--- src/rtl/addrot_pkg.sv ---
package addrot_pkg;

    typedef enum logic [1:0] {
        ST_IDLE,
        ST_ADD,
        ST_ROTATE,
        ST_DONE
    } addrot_state_e;

endpackage

--- src/rtl/addrot_ctrl.sv ---
module addrot_ctrl
    import addrot_pkg::*;
#(
    parameter int WIDTH = 8,
    parameter int IDX_W = $clog2(WIDTH)
) (
    input  logic             clk,
    input  logic             rst_n,
    input  logic             start,
    output logic             load_op,
    output logic             add_en,
    output logic             rot_en,
    output logic             busy,
    output logic             done,
    output logic [IDX_W-1:0] idx
);

    localparam logic [IDX_W-1:0] LAST_IDX = IDX_W'(WIDTH - 1);

    addrot_state_e state_q, state_d;
    logic          last_iter;

    assign last_iter = (idx == LAST_IDX);

    // state register
    always_ff @(posedge clk or negedge rst_n) begin
        if (!rst_n) begin
            state_q <= ST_IDLE;
        end else begin
            state_q <= state_d;
        end
    end

    // transitions
    always_comb begin
        state_d = state_q;
        unique case (state_q)
            ST_IDLE:   if (start) state_d = ST_ADD;
            ST_ADD:    state_d = ST_ROTATE;
            ST_ROTATE: state_d = last_iter ? ST_DONE : ST_ADD;
            ST_DONE:   state_d = ST_IDLE;
        endcase
    end

    // phase outputs
    always_comb begin
        load_op = 1'b0;
        add_en  = 1'b0;
        rot_en  = 1'b0;
        busy    = 1'b0;
        done    = 1'b0;
        unique case (state_q)
            ST_IDLE:   load_op = start;
            ST_ADD:    begin add_en = 1'b1; busy = 1'b1; end
            ST_ROTATE: begin rot_en = 1'b1; busy = 1'b1; end
            ST_DONE:   done = 1'b1;
        endcase
    end

    // iteration counter
    always_ff @(posedge clk or negedge rst_n) begin
        if (!rst_n) begin
            idx <= '0;
        end else if (load_op) begin
            idx <= '0;
        end else if (rot_en && !last_iter) begin
            idx <= idx + 1'b1;
        end
    end

endmodule

--- src/rtl/addrot_cadd.sv ---
module addrot_cadd #(
    parameter int WIDTH = 8
) (
    input  logic [WIDTH-1:0] acc,
    input  logic [WIDTH-1:0] addend,
    input  logic             ctl,
    output logic [WIDTH-1:0] sum,
    output logic             cout
);

    logic [WIDTH:0] cy;

    assign cy[0] = 1'b0;

    for (genvar g = 0; g < WIDTH; g++) begin : g_bit
        logic gated;
        logic diff;
        assign gated     = ctl & addend[g];
        assign diff      = acc[g] ^ gated;
        assign sum[g]    = diff ^ cy[g];
        // matching inputs generate their own value; differing ones propagate
        assign cy[g + 1] = diff ? cy[g] : gated;
    end

    assign cout = cy[WIDTH];

endmodule

--- src/rtl/addrot_rotnet.sv ---
module addrot_rotnet #(
    parameter int BITS = 16
) (
    input  logic [BITS-1:0] din,
    output logic [BITS-1:0] dout
);

    logic [BITS-1:0] mid;

    // layer one: mirror about position 0 (positions 0 and BITS/2 stay put)
    for (genvar i = 0; i < BITS; i++) begin : g_layer1
        localparam int SRC = (i == 0) ? 0 : BITS - i;
        assign mid[i] = din[SRC];
    end

    // layer two: mirror the whole register end to end
    for (genvar i = 0; i < BITS; i++) begin : g_layer2
        assign dout[i] = mid[BITS - 1 - i];
    end

endmodule

--- src/rtl/addrot_mult.sv ---
module addrot_mult
    import addrot_pkg::*;
#(
    parameter int WIDTH = 8
) (
    input  logic               clk,
    input  logic               rst_n,
    input  logic               start,
    input  logic [WIDTH-1:0]   mplier,
    input  logic [WIDTH-1:0]   mcand,
    output logic               busy,
    output logic               done,
    output logic [2*WIDTH-1:0] product
);

    localparam int PW    = 2 * WIDTH;
    localparam int IDX_W = $clog2(WIDTH);

    logic [WIDTH-1:0] a_q;
    logic [WIDTH-1:0] b_q;
    logic [PW-1:0]    p_q;
    logic [IDX_W-1:0] idx;
    logic             load_op;
    logic             add_en;
    logic             rot_en;
    logic             add_ctl;
    logic [WIDTH-1:0] add_sum;
    logic             add_cout;
    logic [PW-1:0]    p_rot;

    addrot_ctrl #(
        .WIDTH (WIDTH),
        .IDX_W (IDX_W)
    ) u_ctrl (
        .clk     (clk),
        .rst_n   (rst_n),
        .start   (start),
        .load_op (load_op),
        .add_en  (add_en),
        .rot_en  (rot_en),
        .busy    (busy),
        .done    (done),
        .idx     (idx)
    );

    assign add_ctl = a_q[idx];

    addrot_cadd #(
        .WIDTH (WIDTH)
    ) u_cadd (
        .acc    (p_q[PW-1:WIDTH]),
        .addend (b_q),
        .ctl    (add_ctl),
        .sum    (add_sum),
        .cout   (add_cout)
    );

    addrot_rotnet #(
        .BITS (PW)
    ) u_rotnet (
        .din  (p_q),
        .dout (p_rot)
    );

    always_ff @(posedge clk or negedge rst_n) begin
        if (!rst_n) begin
            a_q <= '0;
            b_q <= '0;
            p_q <= '0;
        end else if (load_op) begin
            a_q <= mplier;
            b_q <= mcand;
            p_q <= '0;
        end else if (add_en) begin
            p_q[PW-1:WIDTH] <= add_sum;
            // bit 0 is free before every add; it parks the carry until rotation
            if (add_ctl) begin
                p_q[0] <= add_cout;
            end
        end else if (rot_en) begin
            p_q <= p_rot;
        end
    end

    assign product = p_q;

endmodule

--- config.mk ---
export PLATFORM = sky130hd
export DESIGN_NAME = addrot_mult
export DESIGN_NICKNAME = d
export VERILOG_FILES = /design/src/rtl/addrot_pkg.sv /design/src/rtl/addrot_ctrl.sv /design/src/rtl/addrot_cadd.sv /design/src/rtl/addrot_rotnet.sv /design/src/rtl/addrot_mult.sv
export SDC_FILE = /design/constraint.sdc
export NUM_CORES = 1
export LEC_CHECK = 0
export ABC_CLOCK_PERIOD_IN_PS = 6000
export BUFFER_PORTS_ARGS = -buffer_cell sky130_fd_sc_hd__buf_4
export CAP_MARGIN = 20
export CORE_UTILIZATION = 60
export DETAILED_ROUTE_END_ITERATION = 7
export GPL_ROUTABILITY_DRIVEN = 1
export PLACE_DENSITY = 0.84
export SLEW_MARGIN = 30
export SYNTH_ARGS = -nofsm -noshare
export SYNTH_HDL_FRONTEND = slang
export SYNTH_SLANG_ARGS = --single-unit
--- constraint.sdc ---
create_clock -name clk -period 6 [get_ports clk]
set_input_delay 0 -clock clk [delete_from_list [all_inputs] [get_ports clk]]
set_output_delay 0 -clock clk [all_outputs]
set_load 0.05 [all_outputs]
==> impl_metrics.py, run 1 <==
metrics = {
    "logic_synthesis": {
        "yosys_register_bits": 37,
        "synthFlopType": "dfrtp_1",
        "ys_types": 50,
        "yosys.area.top_type_share": 0.412,
        "synth_edf_count": 0,
        "synthArstFlopShare": 1.00,
        "yosysWarnings": 0,
        "syn_area_per_cell_um2": 9.20,
        "syn-num-nets": 271,
        "syn-cell-area_um2": 2240,
        "synth_area_leader_cell": "dfrtp_1",
        "yosysSeqAreaShare": 0.412,
        "synthCells": 244,
        "ys_top_cells_by_area": "dfrtp_1 41%, nand2_1 9.4%, ha_1 4.5%, mux2i_1 4.5%, a22o_1 2.7%",
    },
    "setup_path": {
        "worstRegToRegCells": 11,
        "required_ps": 6120,
        "cp-end-kind": "flip-flop",
        "startpoint": "u_ctrl.idx[0]$_DFFE_PN0P_",
        "crit_end": "product[15]$_DFFE_PN0P_",
        "critical_path.startpoint_type": "flip-flop",
        "worstPathArrival_ps": 4250,
        "regToRegEndpoint": "product[15]$_DFFE_PN0P_",
        "r2r_start": "u_ctrl.idx[0]$_DFFE_PN0P_",
        "critPathMaxFanout": 22,
        "crit_type": "reg2reg",
        "reg2reg_slack_ps": 1870,
    },
    "drt": {
        "drcViolationCount": 0,
        "wire_per_inst_um": 15.4,
        "viasPerCell": 5.92,
        "first_pass_iters": 4,
        "routed_wl_um": 5190,
        "num_vias": 1994,
        "final_antenna_net_count": 0,
        "drt_iter0_drc": 146,
    },
    "timing": {
        "setup_viol": 0,
        "slew_headroom": 0.579,
        "fmax_ghz": 0.242,
        "finClkSkew_ps": 7.40,
        "rsz0062_at_grt": "false",
        "fin_crit_ps": 4130,
        "report.final.slew_viol_count": 0,
        "tightest_slew_ps": 632,
        "fin_tns_setup_ps": 0,
        "finalHoldWorstSlack_ps": 48.9,
        "final_hold_viol_count": 0,
        "period_share": 0.688,
    },
    "global_routing": {
        "grt_pass1_vias": 1936,
        "antenna_found_initial": 0,
        "grt.overflow.total": 0,
        "grt_use_total": 0.292,
        "grt_max_degree": 38,
        "grt_pass1_wl_um": 8980,
    },
    "placed_design": {
        "hpwl_um": 3470,
        "place_area_um2": 2520,
        "place.gp.congestion": 0.874,
        "port_buffers": 36,
    },
    "clock_network": {
        "cts_root_buf": "clkbuf_8",
        "cts_htree_levels": 2,
        "clkSlewWorstSetupHoldPaths_ps": 70,
        "cts_resized": 0,
        "cts_buffer_depth": 2,
        "cts_tree": "done",
        "clkLatencyLatePin_ps": 290,
        "cts_sinks": 37,
        "post_cts_buffers": 0,
        "cts_made_buffers": 5,
    },
    "floorplan": {
        "die_h_um": 63.2,
        "initial_core_util": 0.647,
        "design.die.area_um2": 3990,
        "rows": 21,
        "io_pins": 37,
        "die_w_um": 63.2,
        "core_um2": 3470,
    },
    "power": {
        "ir_drop_mv": 0.418,
        "power.density_nw_per_um2": 536,
        "p_leak_nw": 1.37,
        "total_power_mw": 1.50,
    },
    "min_path": {
        "hp-class": "in2reg",
    },
    "finish": {
        "nNetsFinal": 318,
        "fin_area_um2": 2790,
        "area_growth_pct": 24.4,
        "diodes": 0,
        "drive_above_1_share": 0.175,
    },
    "outcome": {
        "status": "complete, no violations",
    },
    "flow_run": {
        "max_cap_violations": 0,
    },
}
-- cell type report --
type                    instances  area [um^2]
well taps                      46         57.6
clock buffers                   5         68.8
fillers                       238          676
repair buffers                 54          448
clock inverters                 2         35.0
inverters                       7         26.3
flip-flops and latches         37          926
multi-input cells             186         1230
-- critical path: stages (launching register included) --
cell and delay, ps:
dfrtp_1 420, mux4_1 590, mux2_4 390, and2_1 200, ha_1 250, maj3_1 420
a2111o_1 460, o221a_2 280, and2_4 170, a311o_1 330, a2111oi_2 330, a2111oi_1 120
-- placed cells by master, fill, tap and decap left out, types with 2 or more instances in the layout --
master | synthesis | final
a2111o_1 | 2 | 2
a211o_1 | 2 | 2
a211oi_1 | 3 | 3
a21o_1 | 3 | 3
a21oi_1 | 7 | 7
a221oi_1 | 2 | 2
a22o_1 | 7 | 7
a31oi_1 | 4 | 4
and2_1 | 6 | 6
and3_1 | 3 | 3
buf_4 | 0 | 37
clkbuf_8 | 0 | 5
dfrtp_1 | 37 | 37
dlygate4sd3_1 | 0 | 17
ha_1 | 8 | 8
inv_1 | 6 | 6
maj3_1 | 2 | 2
mux2_2 | 2 | 2
mux2i_1 | 10 | 10
mux4_1 | 2 | 2
nand2_1 | 56 | 56
nand3_1 | 5 | 5
nand4_1 | 3 | 3
nor2_1 | 14 | 14
nor2b_1 | 4 | 4
nor3_1 | 5 | 5
o211a_1 | 2 | 2
o211ai_1 | 2 | 2
o21ai_0 | 7 | 7
o21ai_1 | 3 | 3
xnor2_1 | 5 | 5
-- cell usage after synthesis, types with 4 or more instances --
| master | n |
|---|---|
| a21oi_1 | 7 |
| a22o_1 | 7 |
| a31oi_1 | 4 |
| and2_1 | 6 |
| buf_1 | 5 |
| clkbuf_1 | 7 |
| dfrtp_1 | 37 |
| ha_1 | 8 |
| inv_1 | 6 |
| mux2i_1 | 10 |
| nand2_1 | 56 |
| nand3_1 | 5 |
| nor2_1 | 14 |
| nor2b_1 | 4 |
| nor3_1 | 5 |
| o21ai_0 | 7 |
| xnor2_1 | 5 |
-- kinds of logic (layout without fill, tap and decap cells) --
kind of cell,Yosys count,after routing,synth area share
xor+xnor,5,5,0.0195
fa+ha+maj,10,10,0.0535
mux,15,15,0.0847
flops,37,37,0.412
simple gates,98,98,0.193
buf+inv,21,68,0.0390
compound gates,58,58,0.198
-- state kept, by name, indices dropped and copies added, names as in the netlist --
name,flops
product,16
a_q,8
b_q,8
u_ctrl.idx,3
u_ctrl.state_q,2
-- timing repair --
action | 4_1_cts | 5_1_grt
hold endpoints to repair | 53 | 0
hold buffers | 17 | 0
endpoints found under the setup margin | 0 | 0
-- power by group --
part / internal, mW / total, mW / switching, mW
combinational: 0.311 / 0.824 / 0.513
clock: 0.121 / 0.208 / 0.0868
sequential: 0.346 / 0.465 / 0.120
total: 0.778 / 1.50 / 0.720
-- worst min path at each step --
stage,from,endpoint,slack [ps],depth (start not counted)
finish,start,u_ctrl.state_q[0]$_DFFE_PN0P_,50,3
global route,start,u_ctrl.state_q[0]$_DFFE_PN0P_,90,3
CTS,start,u_ctrl.state_q[0]$_DFFE_PN0P_,40,3
detailed placement,rst_n,u_ctrl.state_q[0]$_DFFE_PN0P_,-20,1
global placement,rst_n,u_ctrl.state_q[0]$_DFFE_PN0P_,-20,1
floorplan,rst_n,a_q[0]$_DFFE_PN0P_,-300,0
-- metrics by stage --
stage / util / cells / worst slack (ps)
6_report: 0.805 / 337 / 1870
5_1_grt: 0.805 / 337 / 1720
4_1_cts: 0.805 / 337 / 1920
3_5_place_dp: 0.726 / 313 / 1940
3_3_place_gp: 0.726 / 313 / 2040
2_1_floorplan: - / 244 / 1930
-- routing by layer --
layer  share of wire  GRT usage  up-vias
met5               0          0        -
met1            0.44      0.371      955
met3           0.046     0.0435       12
met4           0.021      0.110        0
met2            0.50      0.499       60
li1                -          -      967
Note: power is estimated with default switching activity, not from simulation.
==> run 2, diff against run 1 <==
--- a/config.mk
+++ b/config.mk
@@ -5,13 +5,13 @@
 export SDC_FILE = /design/constraint.sdc
 export NUM_CORES = 1
 export LEC_CHECK = 0
-export ABC_CLOCK_PERIOD_IN_PS = 6000
+export ABC_CLOCK_PERIOD_IN_PS = 4110
 export BUFFER_PORTS_ARGS = -buffer_cell sky130_fd_sc_hd__buf_4
 export CAP_MARGIN = 20
-export CORE_UTILIZATION = 60
+export CORE_UTILIZATION = 56
 export DETAILED_ROUTE_END_ITERATION = 7
 export GPL_ROUTABILITY_DRIVEN = 1
-export PLACE_DENSITY = 0.84
+export PLACE_DENSITY = 0.79
 export SLEW_MARGIN = 30
 export SYNTH_ARGS = -nofsm -noshare
 export SYNTH_HDL_FRONTEND = slang
==> constraint.sdc (replaced) <==
create_clock -name clk -period 4.11 [get_ports clk]
set_input_delay 0 -clock clk [delete_from_list [all_inputs] [get_ports clk]]
set_output_delay 0 -clock clk [all_outputs]
set_load 0.05 [all_outputs]
==> run 2 against run 1 <==
Sequential share of layout area decreased by 0.074 points. Global-route usage is 2.2 points lower. Sequential cell count unchanged. Total power up 44%. Via count decreased by 0.60%. Maximum frequency increased by 5.0%. Clock-buffer cell count grew 2. Die area rose by 6.9%. Combinational power increased by 48%. Clock skew is 4.3 ps higher. Highest routed layer unchanged.
==> impl_metrics.py, run 2 (synthesis results as in run 1) <==
metrics = {
    "timing": {
        "finClkSkew_ps": 11.7,
        "setup_viol": 0,
        "final_hold_viol_count": 0,
        "fin_crit_ps": 3930,
        "fmax_ghz": 0.255,
        "fin_tns_setup_ps": 0,
        "period_share": 0.956,
        "tightest_slew_ps": 626,
        "report.final.slew_viol_count": 0,
        "slew_headroom": 0.582,
    },
    "floorplan": {
        "die_w_um": 65.3,
        "die_h_um": 65.3,
        "io_pins": 37,
        "initial_core_util": 0.600,
        "core_um2": 3740,
        "rows": 22,
        "design.die.area_um2": 4270,
    },
    "min_path": {
        "hold_path.startpoint": "start",
        "hold_path_end": "u_ctrl.state_q[0]$_DFFE_PN0P_",
        "hold_path_depth": 3,
        "hp-class": "in2reg",
    },
    "global_routing": {
        "grt.overflow.total": 0,
        "grt_max_degree": 38,
        "grt_pass1_vias": 1886,
        "grt_use_total": 0.270,
        "antenna_found_initial": 0,
        "grt_pass1_wl_um": 8640,
    },
    "placed_design": {
        "place_area_um2": 2530,
        "placed_cells": 316,
        "hpwl_um": 3430,
        "port_buffers": 36,
        "place.gp.congestion": 0.882,
    },
    "drt": {
        "viasPerCell": 5.81,
        "num_vias": 1982,
        "drt_iter0_drc": 123,
        "first_pass_iters": 4,
        "final_antenna_net_count": 0,
        "routed_wl_um": 5140,
        "wire_per_inst_um": 15.1,
        "drcViolationCount": 0,
    },
    "clock_network": {
        "clkLatencyLatePin_ps": 290,
        "cts_made_buffers": 5,
        "cts_htree_levels": 2,
        "clkSlewWorstSetupHoldPaths_ps": 80,
        "cts_sinks": 37,
        "cts_root_buf": "clkbuf_8",
        "cts_tree": "done",
        "cts_buffer_depth": 2,
    },
    "outcome": {
        "status": "complete, no violations",
    },
    "finish": {
        "diodes": 0,
        "nNetsFinal": 320,
        "mostFrequentLayoutCell": "nand2_1",
        "finalNonFillerCells": 341,
        "fin_area_um2": 2800,
        "fin_util": 0.748,
        "multiInputGateArea_um2": 1240,
        "fill_cells": 258,
        "regArea_um2": 926,
        "mostFrequentLayoutCells": "56 x nand2_1, 39 x buf_4, 37 x dfrtp_1, 17 x dlygate4sd3_1, 13 x nor2_1",
        "drive_above_1_share": 0.184,
        "largest_reg_flops": 16,
        "area_growth_pct": 24.7,
    },
    "setup_path": {
        "regToRegEndpoint": "product[15]$_DFFE_PN0P_",
        "critical_path.startpoint_type": "flip-flop",
        "r2r_start": "u_ctrl.idx[0]$_DFFE_PN0P_",
        "reg2reg_slack_ps": 180,
        "worstPathArrival_ps": 4060,
        "crit_type": "reg2reg",
        "critPathMaxFanout": 6,
        "required_ps": 4250,
        "cp-end-kind": "flip-flop",
        "worstRegToRegCells": 11,
    },
    "power": {
        "power.density_nw_per_um2": 769,
        "ir_drop_mv": 0.456,
        "p_leak_nw": 1.37,
    },
    "flow_run": {
        "max_cap_violations": 0,
    },
}
## run 2: stage by stage
step	hold WS (ps)	power (mW)	setup slack, ps
3_3_place_gp	-13.5	1.83	294
5_1_grt	83.8	2.31	-3.68
4_1_cts	36.3	2.13	187
2_1_floorplan	-296	1.59	35.4
3_5_place_dp	-12.7	1.86	182
6_report	40.3	2.15	182
## run 2: routing by layer
layer  vias up  GRT usage  part of all wire
li1        980          -                 -
met1       934      0.368              0.48
met2        63      0.434              0.47
met3         5     0.0469             0.051
met4         0     0.0870            0.0070
met5         -          0                 0
## run 2: worst max-delay path: stages (launching register included)
cell       delay (ps)
dfrtp_1           410
mux4_1            590
mux2_4            280
and2_1            160
ha_1              250
maj3_1            410
a2111o_1          470
o221a_2           290
and2_4            180
a311o_1           330
a2111oi_2         320
a2111oi_1         110
## run 2: area by class of cell
cell class / count / share of cell area
multi-input combinational: 186 / 0.442
sequential: 37 / 0.331
timing repair buffer: 56 / 0.165
clock buffer: 7 / 0.0308
tap: 48 / 0.0215
inverter: 7 / 0.00939
## run 2: report_power, final
part / leakage, nW / switching, mW / internal (mW)
logic: 0.851 / 0.749 / 0.471
registers: 0.479 / 0.168 / 0.505
clock network: 0.0443 / 0.127 / 0.133
total: 1.37 / 1.04 / 1.11
## run 2: timing repair
| action | 4_1_cts | 5_1_grt |
|---|---|---|
| setup endpoints to repair | 0 | 1 |
| buffers inserted | 0 | 1 |
| resized for setup | 0 | 2 |
| hold buffers | 17 | 0 |
| hold endpoints to repair | 53 | 0 |
## run 2: how the worst max path moves through the flow
stage / slack [ps] / from / depth (start not counted) / end
global placement: 290 / u_ctrl.idx[0]$_DFFE_PN0P_ / 11 / product[15]$_DFFE_PN0P_
detailed placement: 180 / u_ctrl.idx[0]$_DFFE_PN0P_ / 11 / product[15]$_DFFE_PN0P_
global route: -4 / u_ctrl.idx[0]$_DFFE_PN0P_ / 11 / product[15]$_DFFE_PN0P_
floorplan: 40 / u_ctrl.idx[0]$_DFFE_PN0P_ / 13 / product[15]$_DFFE_PN0P_
CTS: 190 / u_ctrl.idx[0]$_DFFE_PN0P_ / 11 / product[15]$_DFFE_PN0P_
finish: 180 / u_ctrl.idx[0]$_DFFE_PN0P_ / 11 / product[15]$_DFFE_PN0P_
